===== config.mk =====
export PLATFORM = sky130hd
export DESIGN_NAME = pdw_sequencer
export DESIGN_NICKNAME = d
export VERILOG_FILES = /design/src/rtl/pdw_pkg.sv /design/src/rtl/pdw_edge_sync.sv /design/src/rtl/pdw_wake_select.sv /design/src/rtl/pdw_stab_timer.sv /design/src/rtl/pdw_sequencer.sv
export SDC_FILE = /design/constraint.sdc
export NUM_CORES = 1
export LEC_CHECK = 0
export CAP_MARGIN = 20
export CORE_ASPECT_RATIO = 1.1
export CORE_MARGIN = 2
export CORE_UTILIZATION = 56
export CTS_CLUSTER_SIZE = 25
export DETAILED_ROUTE_END_ITERATION = 16
export GPL_TIMING_DRIVEN = 0
export PLACE_DENSITY_LB_ADDON = 0.25
export SLEW_MARGIN = 40
export SYNTH_ARGS = -nofsm -noshare
export SYNTH_HDL_FRONTEND = slang
export SYNTH_HIERARCHICAL = 1
export SYNTH_SLANG_ARGS = --single-unit

===== constraint.sdc =====
create_clock -name clk -period 6.7 [get_ports clk]
set_input_delay 0.67 -clock clk [delete_from_list [all_inputs] [get_ports clk]]
set_output_delay 0.67 -clock clk [all_outputs]
set_load 0.01 [all_outputs]

===== src/rtl/pdw_pkg.sv =====
package pdw_pkg;
  localparam int NUM_INT = 4;
  localparam int IDW     = $clog2(NUM_INT);
  localparam int P4_W    = NUM_INT - 2;

  typedef enum logic [2:0] {
    ST_RUN,
    ST_SLEEP,
    ST_CNT,
    ST_PIN,
    ST_RHOLD
  } pdw_state_e;

  typedef enum logic [1:0] {
    SRC_NONE = 2'd0,
    SRC_INT  = 2'd1,
    SRC_RST  = 2'd2,
    SRC_GPIO = 2'd3
  } pdw_src_e;
endpackage


===== src/rtl/pdw_edge_sync.sv =====
module pdw_edge_sync #(
  parameter int           W    = 1,
  parameter logic [W-1:0] IDLE = '0
) (
  input  logic         clk,
  input  logic         rst_n,
  input  logic [W-1:0] din,
  output logic [W-1:0] lvl,
  output logic [W-1:0] lvl_d
);
  // two synchroniser stages plus one history stage per pin
  for (genvar b = 0; b < W; b++) begin : g_bit
    logic s1, s2, s3;
    always_ff @(posedge clk or negedge rst_n) begin
      if (!rst_n) begin
        s1 <= IDLE[b];
        s2 <= IDLE[b];
        s3 <= IDLE[b];
      end else begin
        s1 <= din[b];
        s2 <= s1;
        s3 <= s2;
      end
    end
    assign lvl[b]   = s2;
    assign lvl_d[b] = s3;
  end
endmodule


===== src/rtl/pdw_wake_select.sv =====
module pdw_wake_select
  import pdw_pkg::*;
#(
  parameter int            P1_W         = 8,
  parameter int            P3_W         = 8,
  parameter logic [P3_W-1:0] P3_WAKE_MASK = 8'hBF,
  parameter int            INT0_BIT     = 2,
  parameter int            INT1_BIT     = 3
) (
  input  logic [P1_W-1:0]    p1_fall,
  input  logic [P3_W-1:0]    p3_fall,
  input  logic [P4_W-1:0]    p4_fall,
  input  logic               rst_rise,
  input  logic [NUM_INT-1:0] int_en,
  input  logic [P1_W-1:0]    p1_en,
  input  logic [P3_W-1:0]    p3_en,
  output logic               fire,
  output pdw_src_e           kind,
  output logic [IDW-1:0]     id
);
  logic [NUM_INT-1:0] int_fall, int_hit;
  logic               gpio_hit;

  assign int_fall = {p4_fall, p3_fall[INT1_BIT], p3_fall[INT0_BIT]};
  assign int_hit  = int_fall & int_en;
  assign gpio_hit = (|(p1_fall & p1_en)) | (|(p3_fall & p3_en & P3_WAKE_MASK));

  always_comb begin
    id = '0;
    for (int k = NUM_INT - 1; k >= 0; k--) begin
      if (int_hit[k]) id = IDW'(k);
    end
  end

  // priority: reset, then interrupt lines, then plain GPIO
  always_comb begin
    fire = 1'b1;
    if (rst_rise)       kind = SRC_RST;
    else if (|int_hit)  kind = SRC_INT;
    else if (gpio_hit)  kind = SRC_GPIO;
    else begin
      kind = SRC_NONE;
      fire = 1'b0;
    end
  end
endmodule


===== src/rtl/pdw_stab_timer.sv =====
module pdw_stab_timer #(
  parameter int CYCLES = 1024
) (
  input  logic clk,
  input  logic rst_n,
  input  logic run,
  output logic done
);
  localparam int CW = (CYCLES > 1) ? $clog2(CYCLES) : 1;
  logic [CW-1:0] cnt;

  assign done = run && (cnt == CW'(CYCLES - 1));

  always_ff @(posedge clk or negedge rst_n) begin
    if (!rst_n)             cnt <= '0;
    else if (!run || done)  cnt <= '0;
    else                    cnt <= cnt + CW'(1);
  end
endmodule


===== src/rtl/pdw_sequencer.sv =====
module pdw_sequencer
  import pdw_pkg::*;
#(
  parameter int              STAB_CYCLES  = 1024,
  parameter int              P1_W         = 8,
  parameter int              P3_W         = 8,
  parameter logic [P3_W-1:0] P3_WAKE_MASK = 8'hBF,
  parameter int              INT0_BIT     = 2,
  parameter int              INT1_BIT     = 3
) (
  input  logic               clk,
  input  logic               rst_n,
  input  logic               rst_pin,
  input  logic               pd_set,
  input  logic               pof_clr,
  input  logic               wake_mode,
  input  logic [NUM_INT-1:0] int_en,
  input  logic [P1_W-1:0]    p1_pin,
  input  logic [P3_W-1:0]    p3_pin,
  input  logic [P4_W-1:0]    p4_int_pin,
  input  logic [P1_W-1:0]    p1_wk_en,
  input  logic [P3_W-1:0]    p3_wk_en,
  output logic               osc_en,
  output logic               cpu_clk_en,
  output logic               core_rst,
  output logic               irq_req,
  output logic [IDW-1:0]     irq_id,
  output logic               resume,
  output logic               pd_flag,
  output logic               pof,
  output logic [1:0]         wake_src
);
  logic [P1_W-1:0]    p1_l, p1_d, p1_fall;
  logic [P3_W-1:0]    p3_l, p3_d, p3_fall;
  logic [P4_W-1:0]    p4_l, p4_d, p4_fall;
  logic               rst_l, rst_d, rst_rise;
  logic [NUM_INT-1:0] int_rise;

  pdw_edge_sync #(.W(P1_W), .IDLE({P1_W{1'b1}})) i_sync_p1 (
    .clk(clk), .rst_n(rst_n), .din(p1_pin), .lvl(p1_l), .lvl_d(p1_d));
  pdw_edge_sync #(.W(P3_W), .IDLE({P3_W{1'b1}})) i_sync_p3 (
    .clk(clk), .rst_n(rst_n), .din(p3_pin), .lvl(p3_l), .lvl_d(p3_d));
  pdw_edge_sync #(.W(P4_W), .IDLE({P4_W{1'b1}})) i_sync_p4 (
    .clk(clk), .rst_n(rst_n), .din(p4_int_pin), .lvl(p4_l), .lvl_d(p4_d));
  pdw_edge_sync #(.W(1), .IDLE(1'b0)) i_sync_rst (
    .clk(clk), .rst_n(rst_n), .din(rst_pin), .lvl(rst_l), .lvl_d(rst_d));

  assign p1_fall  = ~p1_l & p1_d;
  assign p3_fall  = ~p3_l & p3_d;
  assign p4_fall  = ~p4_l & p4_d;
  assign rst_rise = rst_l & ~rst_d;
  assign int_rise = {p4_l & ~p4_d,
                     p3_l[INT1_BIT] & ~p3_d[INT1_BIT],
                     p3_l[INT0_BIT] & ~p3_d[INT0_BIT]};

  logic           w_fire;
  pdw_src_e       w_kind;
  logic [IDW-1:0] w_id;

  pdw_wake_select #(
    .P1_W(P1_W), .P3_W(P3_W), .P3_WAKE_MASK(P3_WAKE_MASK),
    .INT0_BIT(INT0_BIT), .INT1_BIT(INT1_BIT)
  ) i_sel (
    .p1_fall(p1_fall), .p3_fall(p3_fall), .p4_fall(p4_fall),
    .rst_rise(rst_rise), .int_en(int_en),
    .p1_en(p1_wk_en), .p3_en(p3_wk_en),
    .fire(w_fire), .kind(w_kind), .id(w_id));

  pdw_state_e     state;
  pdw_src_e       src_q;
  logic [IDW-1:0] sel_q, id_q;
  logic           pd_q, pof_q, irq_q, res_q, stab_done;

  pdw_stab_timer #(.CYCLES(STAB_CYCLES)) i_timer (
    .clk(clk), .rst_n(rst_n), .run(state == ST_CNT), .done(stab_done));

  always_ff @(posedge clk or negedge rst_n) begin
    if (!rst_n) begin
      state <= ST_RUN;
      src_q <= SRC_NONE;
      sel_q <= '0;
      id_q  <= '0;
      pd_q  <= 1'b0;
      pof_q <= 1'b1;
      irq_q <= 1'b0;
      res_q <= 1'b0;
    end else begin
      irq_q <= 1'b0;
      res_q <= 1'b0;
      if (pof_clr) pof_q <= 1'b0;
      case (state)
        ST_RUN: begin
          if (rst_l) pd_q <= 1'b0;
          else if (pd_set) begin
            pd_q  <= 1'b1;
            state <= ST_SLEEP;
          end
        end
        ST_SLEEP: begin
          if (w_fire) begin
            src_q <= w_kind;
            sel_q <= w_id;
            state <= (w_kind == SRC_INT && wake_mode) ? ST_PIN : ST_CNT;
          end
        end
        ST_CNT: begin
          if (stab_done) begin
            pd_q <= 1'b0;
            if (src_q == SRC_RST) state <= ST_RHOLD;
            else begin
              state <= ST_RUN;
              irq_q <= (src_q == SRC_INT);
              res_q <= (src_q == SRC_GPIO);
              id_q  <= sel_q;
            end
          end
        end
        ST_PIN: begin
          if (int_rise[sel_q]) begin
            pd_q  <= 1'b0;
            state <= ST_RUN;
            irq_q <= 1'b1;
            id_q  <= sel_q;
          end
        end
        ST_RHOLD: begin
          if (!rst_l) state <= ST_RUN;
        end
        default: state <= ST_RUN;
      endcase
    end
  end

  assign osc_en     = (state != ST_SLEEP);
  assign cpu_clk_en = (state == ST_RUN) || (state == ST_RHOLD);
  assign core_rst   = rst_l || (state == ST_RHOLD);
  assign irq_req    = irq_q;
  assign irq_id     = id_q;
  assign resume     = res_q;
  assign pd_flag    = pd_q;
  assign pof        = pof_q;
  assign wake_src   = src_q;
endmodule


==> results by group <==
Status
  • Status: completed

Timing
  • Clock Skew: approximately 0.0080 ns
  • Crit share post-route: 37.97%
  • RSZ-0062 raised after global routing: no
  • Setup slack after layout: ~4.2 ns
  • Worst-Margin Slew: roughly 0.55 ns
  • # setup viols final: 0
  • Fin crit period: roughly 2.5 ns
  • Slew margin rel.: 63.01%
  • Max Clk Rate: 0.3931 GHz
  • Fin. max-slew vios: 0
  • Setup TNS: 0 ns
  • Final hold violations: 0

GRT
  • GRT Residual Overflow: 0
  • Global-route wire length before repair: 8652 um
  • Vias in the first global route: roughly 2000
  • Largest net degree at the start of global routing: 43
  • Initial antenna violation count: 0
  • Gr usage total: about a fifth

Worst setup path
  • CP Capture Type: output port
  • Buf/Inv on CP: 2
  • Cell family with most CP delay: buffers and inverters
  • Crit Path Category: reg2out
  • Max stage delay cell, worst path: clkdlybuf4s50_1
  • Crit path DAT: 1.87 ns
  • CP max stage delay: roughly 0.52 ns
  • Critical Path RT: around 6.0 ns
  • Critical path launch point type: flop
  • Crit path cell chain: buf_2 -> nor2_1 -> a21o_1 -> clkdlybuf4s50_1
  • Critical Path Fanout Max: 10

Die
  • Die Width: ~75 um
  • Starting Density: between 50 and 60%
  • Die H: approximately 82 um
  • I/O pins: 55
  • Die area: 6134 um^2
  • Num rows: 28
  • Core ar.: between 5000 and 6000 um^2

Run
  • # Max-Cap Violations: 0

Power
  • PD cells: between 300 and 400 nW/um^2
  • Peak supply drop: around 250 uV
  • Leakage Power: roughly 1.7 nW

Layout
  • Nets@finish: between 300 and 400
  • Ratio of cells with drive above 1 in the final layout: 38.83%
  • Most frequent cells in the layout: 52 x dfstp_2, 51 x clkdlybuf4s50_1, 34 x buf_4
  • Layout Utilization: 74.02%
  • Syn-to-layout area delta: 28.28%
  • Leading cell type in the layout, fill and taps excluded: dfstp_2
  • Ant diodes: 0

Synthesis
  • Netlist Area Pre-Place: between 3000 and 4000 um^2
  • Syn_area_per_cell: about 13 um^2
  • Synthesized Nets: approximately 290
  • Post-synthesis instance total: 240
  • Synth warnings: 6

CTS
  • Clock Sinks: slightly below 80
  • Clock Latency Late Sink: roughly 0.34 ns
  • Setup bufs post-CTS: 0
  • Post-CTS sizing: 0
  • Clk slew on worst S/H paths: 0.08 ns
  • Cts bufs inserted: 9
  • CTS tree: yes
  • Root Driver: clkbuf_8
  • CTS Buffer Depth: 2
  • Cts hold-fix bufs: 0
  • Clock H-tree levels: 3

Placed design
  • Port bufs: 52
  • Worst slack, placed: 3.852 ns
  • Placer Congestion: roughly 0.83
  • HPWL after DPL: around 3700 um

Routing
  • Final antenna-violating net count: 0
  • Iter 0 DRT Violations: ~110
  • Routed Wire Length: roughly 5400 um
  • Vias/cell: between 5 and 6
  • # DRC: 0
  • DR vias: 1963
  • Pre-antenna DRT Iters: 5
  • Wire length per cell: about 14 um

Min path
  • Hold Path Class: in2async
## registers in the layout, summed over array words and instances, names as in the netlist, 3 cells and up
| register | cells |
|---|---|
| i_sync_p3/g_bit.s3 | 7 |
| i_sync_p3/g_bit.s1 | 7 |
| i_sync_p1/g_bit.s3 | 8 |
| state | 3 |
| i_timer/cnt | 10 |
| i_sync_p1/g_bit.s2 | 8 |
| i_sync_p3/g_bit.s2 | 7 |
| i_sync_p1/g_bit.s1 | 8 |
## layout make-up
| cell class | instances | area, um^2 |
|---|---|---|
| plain buffers | 36 | 264.0 |
| well taps | 75 | 93.84 |
| fillers | 363 | 1393 |
| clock inverters | 5 | 80.08 |
| clock buffers | 11 | 152.6 |
| multi-input cells | 124 | 832.0 |
| repair buffers | 53 | 541.8 |
| inverters | 3 | 11.26 |
| flip-flops and latches | 77 | 1992 |
## per-stage QoR
| stage | hold slack (ns) | instance area (um^2) | power [W] | cells |
|---|---|---|---|---|
| after detailed placement | 0.3371 | 3729 | 0.0008271 | 368 |
| after floorplan | 0.3312 | 3093 | 0.0007122 | 240 |
| final | 0.2135 | 3968 | 0.001219 | 384 |
| after global routing | 0.2207 | 3968 | 0.001283 | 384 |
| after global placement | 0.3347 | 3707 | 0.0008162 | 367 |
| after CTS | 0.2092 | 3961 | 0.001232 | 384 |
## report_power, final
part	internal, W	total, W	switching [W]
combinational	0.000134	0.000255	0.000121
sequential	0.000527	0.000567	0.0000398
clock	0.000233	0.000397	0.000165
total	0.000894	0.00122	0.000326
## layer usage
metal / vias to the layer above / routed length [um] / GRT usage, %
met5: - / 0 / 0
met4: 0 / 119 / 8.929
met3: 11 / 233 / 6.012
met2: 49 / 2771 / 31.93
met1: 979 / 2237 / 23.28
li1: 924 / - / -
## path summary, 6_finish.rpt
kind,start,end,slack [ns],depth (start not counted)
worst max-delay path,state[0]$_DFFE_PN0P_,core_rst,4.16,4
worst min-delay path,rst_n,i_timer/cnt[9]$_DFF_PN0_,0.21,1
worst max register to register,state[2]$_DFFE_PN0P_,irq_id[0]$_DFFE_PN0P_,4.24,7
worst min register to register,i_sync_rst/g_bit[0].s1$_DFF_PN0_,i_sync_rst/lvl$_DFF_PN0_,0.35,0
max in group asynchronous,rst_n,i_sync_p3/g_bit[2].s3$_DFF_PN1_,5.93,2
min in group clk,i_sync_rst/g_bit[0].s1$_DFF_PN0_,i_sync_rst/lvl$_DFF_PN0_,0.35,0
Power figures use the tool's default switching activity.
